`config.mk`:
```
export PLATFORM = sky130hd
export DESIGN_NAME = sw_flow_ctl
export DESIGN_NICKNAME = d
export VERILOG_FILES = /design/src/rtl/fc_pkg.sv /design/src/rtl/fc_match.sv /design/src/rtl/fc_seq.sv /design/src/rtl/fc_gate.sv /design/src/rtl/sw_flow_ctl.sv
export SDC_FILE = /design/constraint.sdc
export NUM_CORES = 1
export LEC_CHECK = 0
export ABC_AREA = 1
export ABC_CLOCK_PERIOD_IN_PS = 3450
export BUFFER_PORTS_ARGS = -buffer_cell sky130_fd_sc_hd__buf_2
export CAP_MARGIN = 20
export CORE_UTILIZATION = 35
export CTS_CLUSTER_DIAMETER = 80
export DETAILED_ROUTE_END_ITERATION = 12
export SKIP_LAST_GASP = 1
export SLEW_MARGIN = 30
export SYNTH_ARGS = -nofsm -noshare
export SYNTH_HDL_FRONTEND = slang
export SYNTH_SLANG_ARGS = --single-unit
```
`constraint.sdc`:
```
create_clock -name clk -period 3.45 [get_ports clk]
set_input_delay 0.1725 -clock clk [delete_from_list [all_inputs] [get_ports clk]]
set_output_delay 0.1725 -clock clk [all_outputs]
set_load 0.01 [all_outputs]
```
`src/rtl/fc_pkg.sv`:
```
package fc_pkg;
  typedef enum logic [1:0] {
    FC_OFF  = 2'b00,
    FC_SET1 = 2'b01,
    FC_SET2 = 2'b10,
    FC_PAIR = 2'b11
  } fc_mode_e;

  // index of each programmed character in the compare array
  localparam int IDX_ON1  = 0;
  localparam int IDX_ON2  = 1;
  localparam int IDX_OFF1 = 2;
  localparam int IDX_OFF2 = 3;
  localparam int NREF     = 4;
endpackage

```
`src/rtl/fc_match.sv`:
```
module fc_match
  import fc_pkg::*;
#(
  parameter int W = 8
) (
  input  logic [W-1:0]            chr,
  input  logic [NREF-1:0][W-1:0]  ref_chr,
  output logic [NREF-1:0]         eq
);
  for (genvar g = 0; g < NREF; g++) begin : g_cmp
    assign eq[g] = (chr == ref_chr[g]);
  end
endmodule

```
`src/rtl/fc_seq.sv`:
```
module fc_seq
  import fc_pkg::*;
#(
  parameter int W = 8
) (
  input  logic            clk,
  input  logic            rst_n,
  input  fc_mode_e        sel,
  input  logic [W-1:0]    xon2_chr,
  input  logic [W-1:0]    xoff2_chr,
  input  logic [NREF-1:0] eq,
  input  logic            in_valid,
  output logic            in_ready,
  input  logic [W-1:0]    in_data,
  output logic            out_valid,
  input  logic            out_ready,
  output logic [W-1:0]    out_data,
  output logic            evt_on,
  output logic            evt_off
);
  logic         held_vld, held_off;
  logic [W-1:0] held_chr;
  logic         load_held, drop_held;
  logic         hit_on, hit_off, pair_done;

  always_comb begin
    hit_on  = 1'b0;
    hit_off = 1'b0;
    unique case (sel)
      FC_SET1: begin hit_off = eq[IDX_OFF1]; hit_on = eq[IDX_ON1]; end
      FC_SET2: begin hit_off = eq[IDX_OFF2]; hit_on = eq[IDX_ON2]; end
      FC_PAIR: begin hit_off = eq[IDX_OFF1]; hit_on = eq[IDX_ON1]; end
      default: ;
    endcase
    pair_done = held_off ? (in_data == xoff2_chr) : (in_data == xon2_chr);
  end

  always_comb begin
    out_valid = 1'b0;
    out_data  = in_data;
    in_ready  = 1'b0;
    evt_on    = 1'b0;
    evt_off   = 1'b0;
    load_held = 1'b0;
    drop_held = 1'b0;
    if (held_vld && (sel != FC_PAIR)) begin
      // mode left pair matching: flush the held character
      out_valid = 1'b1;
      out_data  = held_chr;
      drop_held = out_ready;
    end else if (held_vld) begin
      if (in_valid) begin
        if (pair_done) begin
          in_ready  = 1'b1;
          drop_held = 1'b1;
          evt_off   = held_off;
          evt_on    = !held_off;
        end else begin
          out_valid = 1'b1;
          out_data  = held_chr;
          drop_held = out_ready;
        end
      end
    end else if (in_valid && (hit_off || hit_on)) begin
      in_ready = 1'b1;
      if (sel == FC_PAIR) begin
        load_held = 1'b1;
      end else begin
        evt_off = hit_off;
        evt_on  = !hit_off;
      end
    end else begin
      out_valid = in_valid;
      in_ready  = out_ready;
    end
  end

  always_ff @(posedge clk or negedge rst_n) begin
    if (!rst_n) begin
      held_vld <= 1'b0;
      held_off <= 1'b0;
      held_chr <= '0;
    end else if (load_held) begin
      held_vld <= 1'b1;
      held_off <= hit_off;
      held_chr <= in_data;
    end else if (drop_held) begin
      held_vld <= 1'b0;
    end
  end
endmodule

```
`src/rtl/fc_gate.sv`:
```
module fc_gate (
  input  logic clk,
  input  logic rst_n,
  input  logic enable,
  input  logic evt_on,
  input  logic evt_off,
  input  logic tx_boundary,
  input  logic irq_clr,
  output logic tx_suspend,
  output logic irq
);
  logic stop_req;

  always_ff @(posedge clk or negedge rst_n) begin
    if (!rst_n) begin
      stop_req   <= 1'b0;
      tx_suspend <= 1'b0;
      irq        <= 1'b0;
    end else begin
      if (!enable)      stop_req <= 1'b0;
      else if (evt_off) stop_req <= 1'b1;
      else if (evt_on)  stop_req <= 1'b0;

      if (!enable)          tx_suspend <= 1'b0;
      else if (tx_boundary) tx_suspend <= stop_req;

      if (evt_off)      irq <= 1'b1;
      else if (irq_clr) irq <= 1'b0;
    end
  end
endmodule

```
`src/rtl/sw_flow_ctl.sv`:
```
module sw_flow_ctl
  import fc_pkg::*;
#(
  parameter int W = 8
) (
  input  logic         clk,
  input  logic         rst_n,
  input  logic [3:0]   mode,
  input  logic [W-1:0] xon1_chr,
  input  logic [W-1:0] xon2_chr,
  input  logic [W-1:0] xoff1_chr,
  input  logic [W-1:0] xoff2_chr,
  input  logic         in_valid,
  output logic         in_ready,
  input  logic [W-1:0] in_data,
  output logic         out_valid,
  input  logic         out_ready,
  output logic [W-1:0] out_data,
  input  logic         tx_boundary,
  output logic         tx_suspend,
  input  logic         irq_clr,
  output logic         irq
);
  fc_mode_e              sel;
  logic [NREF-1:0][W-1:0] refs;
  logic [NREF-1:0]       eq;
  logic                  evt_on, evt_off;
  logic                  unused_hi;

  assign sel            = fc_mode_e'(mode[1:0]);
  assign unused_hi      = ^mode[3:2];
  assign refs[IDX_ON1]  = xon1_chr;
  assign refs[IDX_ON2]  = xon2_chr;
  assign refs[IDX_OFF1] = xoff1_chr;
  assign refs[IDX_OFF2] = xoff2_chr;

  fc_match #(.W(W)) u_match (
    .chr(in_data), .ref_chr(refs), .eq(eq)
  );

  fc_seq #(.W(W)) u_seq (
    .clk(clk), .rst_n(rst_n), .sel(sel),
    .xon2_chr(xon2_chr), .xoff2_chr(xoff2_chr), .eq(eq),
    .in_valid(in_valid), .in_ready(in_ready), .in_data(in_data),
    .out_valid(out_valid), .out_ready(out_ready), .out_data(out_data),
    .evt_on(evt_on), .evt_off(evt_off)
  );

  fc_gate u_gate (
    .clk(clk), .rst_n(rst_n), .enable(sel != FC_OFF),
    .evt_on(evt_on), .evt_off(evt_off), .tx_boundary(tx_boundary),
    .irq_clr(irq_clr), .tx_suspend(tx_suspend), .irq(irq)
  );
endmodule

```
==> results <==
- The run finished with clean final reports.
- The number of library cell types mapped by synthesis is 22.
- The highest metal layer carrying signal wires in the routed design is met4.
- The total inserted antenna cells is 0.
- The signal on the critical path passes through inv_1 > nor2_1 > inv_1 > nand2_1 > nand2_1 > o21ai_1 > buf_2.
- The mean area per synthesized cell is 6.03 um^2.
- The count of non-filler cells in the finished layout is 319.
- The via count of the first global-routing pass was 1230.
- The amount of wire on met3 after detailed routing is 107 um.
- Once detail routing completed, the nets flagged for antenna violations numbered 0.
- The share of the synthesized area in the top cell type is 25.1%.
- The detailed router put a total of 1550 um of wire on met1.
- The wire-length estimate of the detail-placed layout is 2580 um.
- The placed instance count is 314.
- Synthesis inferred 13 register bits.
- No sink is reached through more buffers than the 2 on the longest clock path.
- The routed wire length per instance is 9.57 um.
- The type of the setup path with the least slack is flop to output port.
- The required time at the endpoint of the critical path is 3280 ps.
- The final setup violation count is 0.
- Pin placement for this block handled 62 I/O pins.
- The floorplan step defined a die boundary enclosing 3950 um^2.
- Clock tree synthesis inserted a total of 3 buffers.
- The type of the tightest min-delay check is input pin to flop.
- Sequential cells were found to cover 25.1% of the synthesized design area.
- Clock-pin slew was measured on the worst setup and hold paths at 50 ps.
- The clock net in this run drives a total of 13 sinks.
- TritonCTS built the clock tree.
- In the finished design, the share of the clock period the worst path needs comes to 58.1%.
- The register-to-register setup slack is 2030 ps.
- Compared with the post-synthesis result, the final layout area differs by 28.7%.
- After routing, the total negative slack on setup checks comes to 0 ps.
- Together, buffers and inverters on the worst path number 3.
- The global-route congestion overflow total is 0.
- The library cell with the largest summed area after synthesis is sky130_fd_sc_hd__dfrtp_1.
- The worst setup path is launched from a flop.
- The height of the die is 62.9 um.
- The number of endpoints with negative hold slack in the final report was 0.
- The critical-path cell with the highest stage delay is sky130_fd_sc_hd__dfrtp_1.
- The detailed-route vias per instance is 4.35.
- The worst relative slew slack is 65.6%.
- Detailed routing placed a total of 1380 um of wire on met2.
- The placeable core region is 3440 um^2.
- Max-cap violations in this run came to 0.
- Summing every instance area after synthesis gives 1300 um^2.
- Data arrives at the worst endpoint at 1830 ps.
- The leakage power of the design is 0.962 nW.
- The insertion delay of the later-clocked pin in the worst-skew pair is 230 ps.
- The biggest cell delay along the critical path is 430 ps.
- On the final layout, the worst clock skew is 1.10 ps.
- The congestion estimate from routability-driven global placement came to 0.868.
- Sorting the synthesized cells by area gives the leading types as sky130_fd_sc_hd__dfrtp_1, sky130_fd_sc_hd__nand2_1, sky130_fd_sc_hd__inv_1.
- Power comes to 0.411 mW.
- The cell at the root of the clock tree is sky130_fd_sc_hd__clkbuf_8.
- Counting every instance in the synthesized netlist gives 215.
- The maximum achievable frequency is 499 MHz.
- The maximum fanout along the worst path is 16.
- For this run, the post-layout net count is 324.
- The areal power density over the cells is 246 nW/um^2.
- The initialized floorplan defines 21 standard-cell rows.
- Entering global routing, the biggest net connects 20 pins.
- Setup repair after global routing left no endpoint under its margin.
- The final count of pins violating max slew was 0.
- The first-pass iteration count of the detailed router is 4.
- Gates resized during post-CTS repair numbered 0.
- The hold buffer count at cts is 1.
- The die is 62.9 um wide.
- The number of design rule violations left after detail routing is 0.
- The global-route usage over all layers is 16.4%.
- The number of antenna violations at the first check in global routing came to 0.
- The initial core utilization is 37.7%.
- The worst path needs 2010 ps of the cycle, external delays included.
- Buffers added to address setup during post-CTS repair amount to 0.
- The net count after synthesis is 265.
- Wires add up to 3050 um.
- The number of violations reported at the end of detailed-routing iteration 0 is 66.
- STA classifies the critical path endpoint as an output port.
- The H-tree depth is 1.
- The wire length of the first global-routing pass is 5190 um.
- The number of synthesis warnings is 0.
- Input and output buffers added on the ports amount to 59.
- The share of cells above drive strength 1 is 30.4%.
- The detailed router placed 1387 vias in this run.
- The gate family responsible for the most delay along the worst path is simple AND/OR/NAND/NOR gates.
- The highest ir drop seen on vdd is 0.0000945 V.
- Measured on the finished design, the core utilization comes to 48.5%.
- The pin slew with the least headroom to its limit is 515 ps.
[cells in the mapped netlist]
| cell type | count |
|---|---|
| sky130_fd_sc_hd__o21ai_1 | 9 |
| sky130_fd_sc_hd__nand3_1 | 8 |
| sky130_fd_sc_hd__o311ai_0 | 1 |
| sky130_fd_sc_hd__nand4_1 | 2 |
| sky130_fd_sc_hd__a21oi_1 | 5 |
| sky130_fd_sc_hd__o21ai_2 | 9 |
| sky130_fd_sc_hd__dfrtp_1 | 13 |
| sky130_fd_sc_hd__a211oi_1 | 1 |
| sky130_fd_sc_hd__o21ai_0 | 3 |
| sky130_fd_sc_hd__nand2_4 | 1 |
| sky130_fd_sc_hd__nand4_4 | 1 |
| sky130_fd_sc_hd__nor3_1 | 1 |
| sky130_fd_sc_hd__buf_6 | 1 |
| sky130_fd_sc_hd__inv_2 | 10 |
| sky130_fd_sc_hd__buf_2 | 5 |
| sky130_fd_sc_hd__xnor2_1 | 10 |
| sky130_fd_sc_hd__o31ai_1 | 1 |
| sky130_fd_sc_hd__inv_1 | 28 |
| sky130_fd_sc_hd__nand3b_1 | 1 |
| sky130_fd_sc_hd__nor2_1 | 18 |
| sky130_fd_sc_hd__nand2_1 | 82 |
| sky130_fd_sc_hd__xor2_1 | 5 |
[where the power goes]
part	switching, mW	internal, mW	leakage (nW)
Clock	0.0484	0.0812	0.0228
Sequential	0.00245	0.157	0.180
Combinational	0.0665	0.0548	0.760
[final cells by class]
class	count	area [um^2]
clock buffer	4	45.0
fill	384	1770
inverter	38	143
multi-input combinational	158	792
sequential	13	325
tap	46	57.6
timing repair buffer	60	305
[worst reg2reg max path, delay by kind of cell, from the launching register on]
kind / cells / cell delay [ps]
AOI/OAI and AO/OA: 2 / 210
buffers and inverters: 2 / 270
DFF: 1 / 430
and+or+nand+nor: 3 / 430
[cell usage in the layout (no fill, tap or decap), drive strengths merged]
| master | netlist | final |
|---|---|---|
| xnor2 | 10 | 10 |
| dfrtp | 13 | 13 |
| buf | 6 | 59 |
| nand3b | 1 | 1 |
| o311ai | 1 | 1 |
| nor3 | 1 | 1 |
| o21ai | 21 | 21 |
| nand3 | 8 | 8 |
| a211oi | 1 | 1 |
| a21oi | 5 | 5 |
| clkbuf | 0 | 4 |
| nand4 | 3 | 3 |
| inv | 38 | 38 |
| dlygate4sd3 | 0 | 1 |
| nor2 | 18 | 18 |
| xor2 | 5 | 5 |
| nand2 | 83 | 83 |
| o31ai | 1 | 1 |
[flip-flops by register name (all words and copies together), names as in the netlist]
| signal | cells |
|---|---|
| u_gate.irq | 1 |
| u_seq.held_chr | 8 |
| u_gate.stop_req | 1 |
| u_seq.held_vld | 1 |
| u_seq.held_off | 1 |
| u_gate.tx_suspend | 1 |
[layer usage]
metal | global-route usage, % | up-vias
met4 | 6.10 | 0
met3 | 1.46 | 2
met5 | 0 | -
li1 | - | 772
met1 | 22.0 | 577
met2 | 27.2 | 36
[per-stage QoR]
stage,hold WS [ps],cell area [um^2],worst slack (ps)
2_1_floorplan,-123,1300,1910
3_3_place_gp,74.3,1610,1480
3_5_place_dp,73.9,1610,1440
4_1_cts,116,1670,1440
5_1_grt,127,1670,1250
6_report,120,1670,1440
[final timing paths]
kind | start | to | cells past startpoint
min in group asynchronous | rst_n | u_seq.held_chr[1]$_DFFE_PN0P_ | 2
hold / removal | irq_clr | u_gate.irq$_DFFE_PN0P_ | 2
setup reg to reg | u_seq.held_vld$_DFFE_PN0P_ | u_gate.stop_req$_DFFE_PN0P_ | 7
setup / recovery | u_seq.held_vld$_DFFE_PN0P_ | out_data[7] | 7
hold reg to reg | u_seq.held_chr[6]$_DFFE_PN0P_ | u_seq.held_chr[6]$_DFFE_PN0P_ | 2
max in group asynchronous | rst_n | u_gate.irq$_DFFE_PN0P_ | 2
[kinds of logic (layout without fill, tap and decap cells)]
kind of cell    count (synthesis)  count (layout)  share of synthesized area, %
compound gates                 29              29                          14.5
simple gates                  114             114                          36.5
flops                          13              13                          25.1
buf+inv                        44             102                          13.8
xor+xnor                       15              15                          10.1
Power figures use the tool's default switching activity.
